==> config.mk <==
export PLATFORM = sky130hd
export DESIGN_NAME = fwload_target
export DESIGN_NICKNAME = d
export VERILOG_FILES = /design/src/rtl/fwload_pkg.sv /design/src/rtl/fwload_slot.sv /design/src/rtl/fwload_ctrl.sv /design/src/rtl/fwload_seq.sv /design/src/rtl/fwload_target.sv
export SDC_FILE = /design/constraint.sdc
export NUM_CORES = 1
export LEC_CHECK = 0
export BUFFER_PORTS_ARGS = -buffer_cell sky130_fd_sc_hd__buf_2
export CAP_MARGIN = 10
export CORE_MARGIN = 8
export CORE_UTILIZATION = 37
export CTS_BUF_LIST = sky130_fd_sc_hd__clkbuf_16
export CTS_CLUSTER_DIAMETER = 100
export DETAILED_ROUTE_END_ITERATION = 8
export PLACE_DENSITY = 0.66
export SETUP_SLACK_MARGIN = 0.4
export SYNTH_ARGS = -nofsm -noshare
export SYNTH_HDL_FRONTEND = slang
export SYNTH_SLANG_ARGS = --single-unit
==> constraint.sdc <==
create_clock -name clk -period 3.3 [get_ports clk]
set_input_delay 0.66 -clock clk [delete_from_list [all_inputs] [get_ports clk]]
set_output_delay 0.66 -clock clk [all_outputs]
set_load 0.005 [all_outputs]
==> src/rtl/fwload_pkg.sv <==
package fwload_pkg;
   localparam int WORD_W    = 32;
   localparam int NUM_SLOTS = 2;

   localparam logic [7:0] REG_CTRL = 8'hF4;
   localparam logic [7:0] REG_FLAG = 8'hF5;
   localparam logic [7:0] REG_DAT0 = 8'hF8;
   localparam logic [7:0] REG_DAT1 = 8'hFC;

   localparam int BIT_EN      = 0;
   localparam int BIT_LOCKREQ = 2;

   typedef enum logic [2:0] {
      RES_NONE = 3'd0,
      RES_OK   = 3'd1,
      RES_ERR  = 3'd2
   } load_result_e;
endpackage

==> src/rtl/fwload_slot.sv <==
module fwload_slot
   import fwload_pkg::*;
(
   input  logic              clk,
   input  logic              rst_n,
   input  logic              wr_word,
   input  logic [WORD_W-1:0] wdata,
   input  logic              set_req,
   input  logic              clr,
   output logic              flag,
   output logic [WORD_W-1:0] word
);
   always_ff @(posedge clk) begin
      if (!rst_n) begin
         flag <= 1'b0;
         word <= '0;
      end else begin
         if (clr)
            flag <= 1'b0;
         else if (set_req)
            flag <= 1'b1;
         if (wr_word && !flag)
            word <= wdata;
      end
   end
endmodule

==> src/rtl/fwload_ctrl.sv <==
module fwload_ctrl
   import fwload_pkg::*;
(
   input  logic         clk,
   input  logic         rst_n,
   input  logic         wr_ctrl,
   input  logic         req_en,
   input  logic         req_lock,
   input  logic         pipe_idle,
   input  logic         seq_err,
   input  logic         loaded,
   output logic         en,
   output logic         lock,
   output logic         start,
   output logic         accepting,
   output load_result_e result
);
   logic stale;
   logic closing;

   assign start     = wr_ctrl && req_en && !en && !lock && !closing;
   assign accepting = en && !stale;

   always_ff @(posedge clk) begin
      if (!rst_n) begin
         en      <= 1'b0;
         lock    <= 1'b0;
         stale   <= 1'b0;
         closing <= 1'b0;
         result  <= RES_NONE;
      end else begin
         if (wr_ctrl && req_lock)
            lock <= 1'b1;
         if (start) begin
            en     <= 1'b1;
            result <= RES_NONE;
         end else if (wr_ctrl && req_en && en) begin
            stale <= 1'b1;
         end else if (wr_ctrl && !req_en && en && !stale) begin
            en      <= 1'b0;
            closing <= 1'b1;
         end
         if (closing && pipe_idle) begin
            closing <= 1'b0;
            result  <= (loaded && !seq_err) ? RES_OK : RES_ERR;
         end
      end
   end

   assert_lock_sticky_R9: assert property (@(posedge clk) disable iff (!rst_n)
      lock |=> lock);
   assert_lock_blocks_R9: assert property (@(posedge clk) disable iff (!rst_n)
      (lock && !en) |=> !en);
   assert_stale_hold_R10: assert property (@(posedge clk) disable iff (!rst_n)
      stale |=> (stale && en));
   assert_post_when_closed_R8: assert property (@(posedge clk) disable iff (!rst_n)
      (!$stable(result) && result != RES_NONE) |-> (!en && $past(closing)));
endmodule

==> src/rtl/fwload_seq.sv <==
module fwload_seq
   import fwload_pkg::*;
#(
   parameter int MEM_AW         = 14,
   parameter bit MEM_BIG_ENDIAN = 1'b0
) (
   input  logic              clk,
   input  logic              rst_n,
   input  logic              start,
   input  logic [1:0]        set_try,
   input  logic [1:0]        flags,
   input  logic [WORD_W-1:0] words [NUM_SLOTS],
   input  logic              mem_ready,
   output logic [1:0]        set_ok,
   output logic [1:0]        clr,
   output logic              mem_valid,
   output logic [MEM_AW-1:0] mem_addr,
   output logic [WORD_W-1:0] mem_data,
   output logic              seq_err,
   output logic              loaded,
   output logic              idle
);
   logic              set_ptr;
   logic              turn;
   logic [1:0]        clr_q;
   logic [MEM_AW-1:0] count;
   logic              bad_set;
   logic              accept;
   logic [WORD_W-1:0] raw;

   always_comb begin
      for (int s = 0; s < NUM_SLOTS; s++)
         set_ok[s] = set_try[s] && (set_ptr == 1'(s)) && !flags[s];
      bad_set = |(set_try & ~set_ok);
   end

   assign mem_valid = flags[turn];
   assign accept    = mem_valid && mem_ready;
   assign raw       = words[turn];
   assign mem_addr  = count;
   assign clr       = clr_q;
   assign idle      = (flags == 2'b00) && (clr_q == 2'b00);

   generate
      if (MEM_BIG_ENDIAN) begin : g_swap
         assign mem_data = {raw[7:0], raw[15:8], raw[23:16], raw[31:24]};
      end else begin : g_pass
         assign mem_data = raw;
      end
   endgenerate

   always_ff @(posedge clk) begin
      if (!rst_n) begin
         set_ptr <= 1'b0;
         turn    <= 1'b0;
         clr_q   <= 2'b00;
         count   <= '0;
         seq_err <= 1'b0;
         loaded  <= 1'b0;
      end else begin
         clr_q <= accept ? (turn ? 2'b10 : 2'b01) : 2'b00;
         if (start) begin
            set_ptr <= 1'b0;
            turn    <= 1'b0;
            count   <= '0;
            seq_err <= 1'b0;
            loaded  <= 1'b0;
         end else begin
            if (|set_ok)
               set_ptr <= ~set_ptr;
            if (bad_set)
               seq_err <= 1'b1;
            if (accept) begin
               turn   <= ~turn;
               count  <= count + 1'b1;
               loaded <= 1'b1;
            end
         end
      end
   end

   assert_port_hold_R4: assert property (@(posedge clk) disable iff (!rst_n)
      (mem_valid && !mem_ready) |=> (mem_valid && $stable(mem_data) && $stable(mem_addr)));
   assert_addr_step_R3: assert property (@(posedge clk) disable iff (!rst_n)
      accept |=> (mem_addr == $past(mem_addr) + 1'b1));
   assert_flag0_clear_R5: assert property (@(posedge clk) disable iff (!rst_n)
      (accept && !turn) |=> ##1 !flags[0]);
   assert_flag1_clear_R5: assert property (@(posedge clk) disable iff (!rst_n)
      (accept && turn) |=> ##1 !flags[1]);
endmodule

==> src/rtl/fwload_target.sv <==
module fwload_target
   import fwload_pkg::*;
#(
   parameter int MEM_AW         = 14,
   parameter bit MEM_BIG_ENDIAN = 1'b0
) (
   input  logic              clk,
   input  logic              rst_n,
   input  logic [7:0]        cfg_addr,
   input  logic              cfg_wr,
   input  logic              cfg_dword,
   input  logic [31:0]       cfg_wdata,
   output logic [7:0]        cfg_rdata,
   output logic              mem_valid,
   input  logic              mem_ready,
   output logic [MEM_AW-1:0] mem_addr,
   output logic [31:0]       mem_data
);
   generate
      if (MEM_AW < 1 || MEM_AW > 30) begin : g_bad_aw
         $error("fwload_target: MEM_AW out of range");
      end
   endgenerate

   logic              byte_wr, dword_wr, wr_ctrl, wr_flag;
   logic              en, lock, start, accepting;
   logic              pipe_idle, seq_err, loaded;
   load_result_e      result;
   logic [1:0]        set_try, set_ok, clr, flags;
   logic [NUM_SLOTS-1:0] wr_word;
   logic [WORD_W-1:0] slot_word [NUM_SLOTS];

   assign byte_wr  = cfg_wr && !cfg_dword;
   assign dword_wr = cfg_wr && cfg_dword;
   assign wr_ctrl  = byte_wr && (cfg_addr == REG_CTRL);
   assign wr_flag  = byte_wr && (cfg_addr == REG_FLAG) && accepting;
   assign set_try  = wr_flag ? cfg_wdata[1:0] : 2'b00;
   assign wr_word[0] = dword_wr && (cfg_addr == REG_DAT0) && accepting;
   assign wr_word[1] = dword_wr && (cfg_addr == REG_DAT1) && accepting;

   fwload_ctrl u_ctrl (
      .clk       (clk),
      .rst_n     (rst_n),
      .wr_ctrl   (wr_ctrl),
      .req_en    (cfg_wdata[BIT_EN]),
      .req_lock  (cfg_wdata[BIT_LOCKREQ]),
      .pipe_idle (pipe_idle),
      .seq_err   (seq_err),
      .loaded    (loaded),
      .en        (en),
      .lock      (lock),
      .start     (start),
      .accepting (accepting),
      .result    (result)
   );

   generate
      for (genvar s = 0; s < NUM_SLOTS; s++) begin : g_slot
         fwload_slot u_slot (
            .clk     (clk),
            .rst_n   (rst_n),
            .wr_word (wr_word[s]),
            .wdata   (cfg_wdata),
            .set_req (set_ok[s]),
            .clr     (clr[s]),
            .flag    (flags[s]),
            .word    (slot_word[s])
         );
      end
   endgenerate

   fwload_seq #(
      .MEM_AW         (MEM_AW),
      .MEM_BIG_ENDIAN (MEM_BIG_ENDIAN)
   ) u_seq (
      .clk       (clk),
      .rst_n     (rst_n),
      .start     (start),
      .set_try   (set_try),
      .flags     (flags),
      .words     (slot_word),
      .mem_ready (mem_ready),
      .set_ok    (set_ok),
      .clr       (clr),
      .mem_valid (mem_valid),
      .mem_addr  (mem_addr),
      .mem_data  (mem_data),
      .seq_err   (seq_err),
      .loaded    (loaded),
      .idle      (pipe_idle)
   );

   always_comb begin
      case (cfg_addr)
         REG_CTRL: cfg_rdata = {1'b0, result, 2'b00, lock, en};
         REG_FLAG: cfg_rdata = {6'b0, flags};
         default:  cfg_rdata = 8'h00;
      endcase
   end
endmodule

==> impl_metrics.py, run 1 <==
metrics = {
    "clock_network": {
        "cts_buffers": 9,
        "clockBufferDepth": 2,
        "htreeDepth": 3,
        "clock_latency_ns": 0.33,
        "hold_buffers": 0,
        "cts_tree": "done",
        "post_cts_buffers": 0,
        "cts_root_buffer": "clkbuf_16",
        "clkTransAtPathRegs_ns": 0.06,
        "cts_num_sinks": 92,
        "cts_resized": 0,
    },
    "grt": {
        "groute.usage.overall": 0.1298,
        "antenna_found_initial": 0,
        "grt_pass1_vias": 3364,
        "gr-usage-met3": 0.04157,
        "grt_most_used_layer": "met2",
        "grt_pass1_wl_um": 15570,
        "grt_max_degree": 65,
        "grt_util_met1": 0.1461,
        "grt_util_met2": 0.2213,
        "overflow": 0,
    },
    "floorplanning": {
        "boundaryPins": 100,
        "die-height_um": 119.3,
        "die-width_um": 119.3,
        "dieArea_um2": 14230,
        "initial_utilization": 0.3824,
        "row_count": 37,
        "core_area_um2": 10320,
    },
    "logic_synthesis": {
        "synth_warnings": 0,
        "yosysMostFrequentCell": "dfxtp_1",
        "async_flop_share": 0,
        "synth_edf_count": 0,
        "avgSynthCellArea_um2": 8.851,
        "synthTopCellsByArea": "dfxtp_1 (47%), mux2_2 (9.1%), nand3_1 (8.7%), o21ai_0 (8.1%), nand2_1 (4.1%)",
        "synth_common_cells": "dfxtp_1 (92), nand3_1 (69), o21ai_0 (64)",
        "synth_top_area_cell": "dfxtp_1",
        "synth_area_um2": 3948,
        "synth.distinct_cells": 43,
        "yosysSeqAreaShare": 0.4666,
        "synthCells": 446,
        "netlist.area_leader.share": 0.4666,
        "synthFlopType": "dfxtp_1",
        "ys_ff_latch": 92,
    },
    "detailed_routing": {
        "drt-pass1-iter-count": 4,
        "wl_um": 9325,
        "ant_nets": 0,
        "drtIter0Drc": 166,
        "route.vias.total": 3382,
        "drc": 0,
        "routed_via_density": 5.093,
        "wl_per_cell_um": 14.04,
    },
    "final_layout": {
        "fin_util": 0.4636,
        "syn2layout_area_growth_pct": 21.24,
        "n_fill_cell": 1033,
        "nets": 569,
        "drive_gt1_frac": 0.2898,
        "antenna_cells": 0,
    },
    "power_and_ir_drop": {
        "p_per_area_nw_per_um2": 468.0,
        "p_total_mw": 2.240,
        "p_leak_nw": 2.029,
        "irDropWorstVdd_mv": 0.2358,
    },
    "sta": {
        "slew_headroom": 0.6043,
        "setup_viol": 0,
        "tightest_slew_ns": 0.5935,
        "finalCritPeriodShare": 0.7637,
        "fmax_mhz": 396.8,
        "layout_min_cycle_time_ns": 2.520,
        "hold_viol": 0,
        "setup_tns_ns": 0,
        "fin_worst_skew_ns": 0.007272,
        "rsz0062_at_grt": "no",
        "slew_violations": 0,
    },
    "placement": {
        "numPortBuffers": 95,
        "dp_hpwl_um": 6564,
        "gp_congestion": 0.8509,
    },
    "critical_path": {
        "end_kind": "primary output",
        "critPathMaxFanout": 24,
        "arrival_ns": 1.86,
        "criticalPathCategory": "register to primary output",
        "critPathLaunchType": "register",
        "crit_required_ns": 2.64,
    },
    "job": {
        "drv_cap": 0,
    },
    "min_path": {
        "min_path_type": "register to register",
    },
    "status": {
        "status": "complete, no violations",
    },
}
final cells by class:
cell class | count | area, µm² | area share
Multi-Input combinational cell | 314 | 1923 | 0.4018
Sequential cell | 92 | 1843 | 0.3851
Clock inverter | 7 | 82.58 | 0.01725
Tap cell | 136 | 170.2 | 0.03556
Timing Repair Buffer | 101 | 523.0 | 0.1093
Inverter | 5 | 18.77 | 0.003922
Clock buffer | 9 | 225.2 | 0.04706
placed cells by master, fill, tap and decap left out, types with 9 or more instances in the layout:
master	count
a21oi_1	9
clkbuf_16	9
buf_2	94
nand3_1	69
o21ai_0	64
nor2_1	18
nand2_1	43
xnor2_1	9
mux2_2	32
dfxtp_1	91
final timing paths:
path | startpoint | endpoint | slack [ns] | cells after the start
setup reg to reg | u_seq.turn$_SDFFE_PP0P_ | u_seq.mem_addr[13]$_SDFFE_PP0P_ | 1.38 | 5
hold / removal | g_slot[1].u_slot.word[6]$_SDFFE_PN0P_ | g_slot[1].u_slot.word[6]$_SDFFE_PN0P_ | 0.46 | 2
hold reg to reg | g_slot[1].u_slot.word[6]$_SDFFE_PN0P_ | g_slot[1].u_slot.word[6]$_SDFFE_PN0P_ | 0.46 | 2
setup / recovery | u_seq.turn$_SDFFE_PP0P_ | mem_data[24] | 0.78 | 3
kinds of logic (layout without fill, tap and decap cells):
family / after synthesis / in the layout / synth area share
compound gates: 83 / 83 / 0.1122
xor+xnor: 11 / 11 / 0.02441
fa+ha+maj: 1 / 1 / 0.003169
buf+inv: 43 / 122 / 0.04913
flops: 92 / 92 / 0.4666
mux: 36 / 36 / 0.1014
other cells: 1 / 4 / 0.0009500
simple gates: 179 / 179 / 0.2422
power breakdown:
part / switching [mW] / internal, mW
Clock: 0.396 / 0.654
Combinational: 0.0496 / 0.0299
Sequential: 0.0000201 / 1.11
Total: 0.446 / 1.79
flip-flops by register name (all words and copies together), names as in the netlist:
signal,cells
u_ctrl.en,1
u_seq.mem_addr,14
u_seq.turn,1
u_ctrl.closing,1
u_seq.set_ptr,1
u_seq.loaded,1
u_ctrl.result,2
u_seq.clr,2
u_ctrl.stale,1
g_slot.u_slot.flag,2
u_ctrl.lock,1
g_slot.u_slot.word,64
u_seq.seq_err,1
worst max-delay path, cell delays in order (launching register included):
cell and delay [ns]:
dfxtp_2 0.70, buf_4 0.34, mux2_2 0.37, buf_2 0.13
layer usage:
layer / vias up / share of wire
li1: 1724 / -
met1: 1575 / 0.45
met2: 71 / 0.47
met3: 12 / 0.060
met4: 0 / 0.014
met5: - / 0
stage by stage:
step                hold slack (ns)  instance area, µm²  setup WS [ns]  cells
floorplan                    0.4381                3959          1.325    449
global placement             0.4462                4478          1.086    648
detailed placement           0.4583                4478          1.066    648
CTS                          0.4713                4786         0.7409    664
global route                 0.4854                4786         0.6792    664
finish                       0.4647                4786         0.7799    664
Note: power is estimated with default switching activity, not from simulation.
==> run 2: changes to the inputs <==
--- a/config.mk
+++ b/config.mk
@@ -5,6 +5,7 @@
 export SDC_FILE = /design/constraint.sdc
 export NUM_CORES = 1
 export LEC_CHECK = 0
+export ABC_AREA = 1
 export BUFFER_PORTS_ARGS = -buffer_cell sky130_fd_sc_hd__buf_2
 export CAP_MARGIN = 10
 export CORE_MARGIN = 8
@@ -12,7 +13,7 @@
 export CTS_BUF_LIST = sky130_fd_sc_hd__clkbuf_16
 export CTS_CLUSTER_DIAMETER = 100
 export DETAILED_ROUTE_END_ITERATION = 8
-export PLACE_DENSITY = 0.66
+export PLACE_DENSITY = 0.68
 export SETUP_SLACK_MARGIN = 0.4
 export SYNTH_ARGS = -nofsm -noshare
 export SYNTH_HDL_FRONTEND = slang
==> constraint.sdc (replaced) <==
create_clock -name clk -period 2.3 [get_ports clk]
set_input_delay 0.46 -clock clk [delete_from_list [all_inputs] [get_ports clk]]
set_output_delay 0.46 -clock clk [all_outputs]
set_load 0.005 [all_outputs]
==> impl_metrics.py, run 2 <==
metrics = {
    "status": {
        "status": "complete, no violations",
    },
    "detailed_routing": {
        "wl_per_cell_um": 13.13,
        "routed_via_density": 4.838,
        "drc": 0,
        "ant_nets": 0,
        "wl_um": 10680,
        "drt-pass1-iter-count": 4,
        "route.vias.total": 3933,
        "drtIter0Drc": 243,
    },
    "critical_path": {
        "crit_start": "u_seq.turn$_SDFFE_PP0P_",
        "critPathBufInv": 2,
        "arrival_ns": 1.36,
        "r2r-start": "g_slot[0].u_slot.flag$_SDFFE_PP0P_",
        "end_kind": "primary output",
        "critPathMaxFanout": 16,
        "critPathSlowestCell": "dfxtp_4",
        "cpPeakStageDelay_ns": 0.48,
        "r2r_cells": 5,
        "crit_required_ns": 1.84,
        "path_delay_family": "flip-flops",
        "reg2reg_slack_ns": 0.72,
        "critPathLaunchType": "register",
        "reg2reg_to": "g_slot[0].u_slot.word[4]$_SDFFE_PN0P_",
        "path_cells": "buf_4 -> nand2_1 -> o21ai_0 -> buf_2",
        "criticalPathCategory": "register to primary output",
    },
    "power_and_ir_drop": {
        "seq_power_share": 0.486,
        "irDropWorstVdd_mv": 0.3892,
        "p_comb_frac": 0.041,
        "p_switching_mw": 0.6869,
        "p_leak_nw": 2.017,
        "internal_power_mw": 2.590,
        "switching_share": 0.2096,
        "power.share.clock": 0.473,
        "p_per_area_nw_per_um2": 640.2,
        "p_total_mw": 3.277,
    },
    "sta": {
        "hold_viol": 0,
        "layout_min_cycle_time_ns": 1.825,
        "fmax_mhz": 547.9,
        "setup_viol": 0,
        "slew_violations": 0,
        "slew_headroom": 0.5634,
        "setup_tns_ns": 0,
        "hold_ws_ns": 0.3948,
        "fin_worst_skew_ns": 0.004502,
        "tightest_slew_ns": 0.6549,
        "finalWorstSetupSlack_ns": 0.4750,
        "finalCritPeriodShare": 0.7935,
        "rsz0062_at_grt": "yes",
    },
    "final_layout": {
        "syn2layout_area_growth_pct": 19.17,
        "antenna_cells": 0,
        "fin_util": 0.4502,
        "nets": 711,
        "layout_common_cells": "inv_1 (100), nand2_1 (97), buf_2 (95)",
        "n_fill_cell": 1149,
        "drive_gt1_frac": 0.2164,
        "final_common_cell": "inv_1",
        "largest_reg_flops": 64,
        "top_register": "g_slot.u_slot.word",
    },
    "floorplanning": {
        "core_area_um2": 11370,
        "row_count": 39,
        "dieArea_um2": 15310,
        "die-height_um": 123.7,
        "boundaryPins": 100,
        "die-width_um": 123.7,
        "initial_utilization": 0.3778,
    },
    "logic_synthesis": {
        "ys_ff_latch": 92,
        "synthTopCellsByArea": "dfxtp_1 (43%), a21oi_1 (9.2%), inv_1 (8.7%), nand2_1 (8.5%), o21ai_1 (6.6%)",
        "synthXorXnorAreaFrac": 0.01223,
        "avgSynthCellArea_um2": 7.368,
        "synth.distinct_cells": 31,
        "synthCells": 583,
        "synthAdderAreaFrac": 0.002913,
        "muxShareOfSynthArea": 0,
        "synth_area_um2": 4295,
        "yosysMostFrequentCell": "inv_1",
        "synthFlopType": "dfxtp_1",
        "synth_simple_gate_area_share": 0.1867,
        "synth_top_family_by_area": "compound AO/OA/AOI/OAI gates",
        "async_flop_share": 0,
        "synth_compound_area_frac": 0.2217,
        "synth_top_area_cell": "dfxtp_1",
        "synth_common_cells": "inv_1 (99), nand2_1 (97), dfxtp_1 (92)",
        "yosysSeqAreaShare": 0.4288,
        "synth_edf_count": 0,
        "synth_warnings": 0,
        "netlist.area_leader.share": 0.4288,
    },
    "grt": {
        "antenna_found_initial": 1,
        "grt_pass1_wl_um": 17040,
        "grt_pass1_vias": 3710,
        "grt_max_degree": 65,
        "overflow": 0,
        "groute.usage.overall": 0.1378,
    },
    "min_path": {
        "hold_end": "g_slot[0].u_slot.word[12]$_SDFFE_PN0P_",
        "hold_start": "cfg_wdata[12]",
        "hold_depth": 3,
        "min_path_type": "primary input to register",
    },
    "clock_network": {
        "cts_buffers": 9,
        "clockBufferDepth": 2,
        "cts_root_buffer": "clkbuf_16",
        "clock_latency_ns": 0.34,
        "htreeDepth": 3,
        "cts_num_sinks": 92,
        "hold_buffers": 0,
        "cts_tree": "done",
        "clkTransAtPathRegs_ns": 0.06,
    },
    "placement": {
        "dp_hpwl_um": 7470,
        "numPortBuffers": 95,
        "gp_congestion": 0.8714,
        "pre_cts_ws_ns": 0.4731,
    },
    "job": {
        "drv_cap": 0,
    },
}
run 2: cell count changes after synthesis, moves of 21 or more:
cell,previous run,this run
a21oi_1,9,79
inv_1,5,99
mux2_2,32,0
nand2_1,43,97
nand3_1,69,8
o21ai_0,64,43
o21ai_1,0,57
run 2: routing by layer:
metal | vias up | GRT usage | wire length [µm]
li1 | 2021 | - | -
met1 | 1786 | 0.1598 | 4590
met2 | 111 | 0.2353 | 5115
met3 | 13 | 0.03989 | 827
met4 | 2 | 0.05267 | 135
met5 | - | 0 | 10
run 2: stage by stage:
step	instance area, µm²	cells
2_1_floorplan	4307	586
3_3_place_gp	4766	795
3_5_place_dp	4766	795
4_1_cts	5094	812
5_1_grt	5119	813
6_report	5119	813
run 2: layout make-up:
type / instances / area (µm²) / share of cell area
Clock inverter: 7 / 92.59 / 0.01809
Tap cell: 143 / 178.9 / 0.03495
Sequential cell: 92 / 1846 / 0.3605
Multi-Input combinational cell: 360 / 1834 / 0.3583
Clock buffer: 9 / 225.2 / 0.04400
Inverter: 101 / 379.1 / 0.07407
Timing Repair Buffer: 101 / 563.0 / 0.1100
run 2: logic make-up (layout without fill, tap and decap cells):
family,after synthesis,count (layout)
other,1,4
xor gates and xnor gates,6,6
AOI/OAI and AO/OA,186,186
buffers and inverters,134,218
and+or+nand+nor,163,163
adders and majority gates,1,1
DFF,92,92
run 2: power groups by stage:
stage          combinational [mW]  sequential [mW]  clock, mW
2_1_floorplan              0.0750             1.63          0
3_3_place_gp                0.129             1.63          0
3_5_place_dp                0.134             1.63          0
4_1_cts                     0.135             1.59       1.60
5_1_grt                     0.149             1.59       1.67
6_report                    0.135             1.59       1.55
run 2: worst max-delay path by stage:
stage	slack [ns]	depth (start not counted)	endpoint
after floorplan	0.80	6	cfg_rdata[0]
after detailed placement	0.47	8	g_slot[0].u_slot.word[2]$_SDFFE_PN0P_
final	0.48	4	mem_data[4]
after CTS	0.46	4	mem_data[30]
after global placement	0.52	8	g_slot[0].u_slot.word[1]$_SDFFE_PN0P_
after global routing	0.37	4	mem_data[10]
run 2: repair_timing:
item                       CTS  global route
gates resized for setup      1             0
gates cloned                 0             1
setup endpoints to repair   21             2
buffers inserted             1             0
run 2: tightest hold or removal path, delay by kind of cell:
kind,cells,cell delay [ns]
AOI/OAI and AO/OA,2,0.15
buffers and inverters,1,0.09
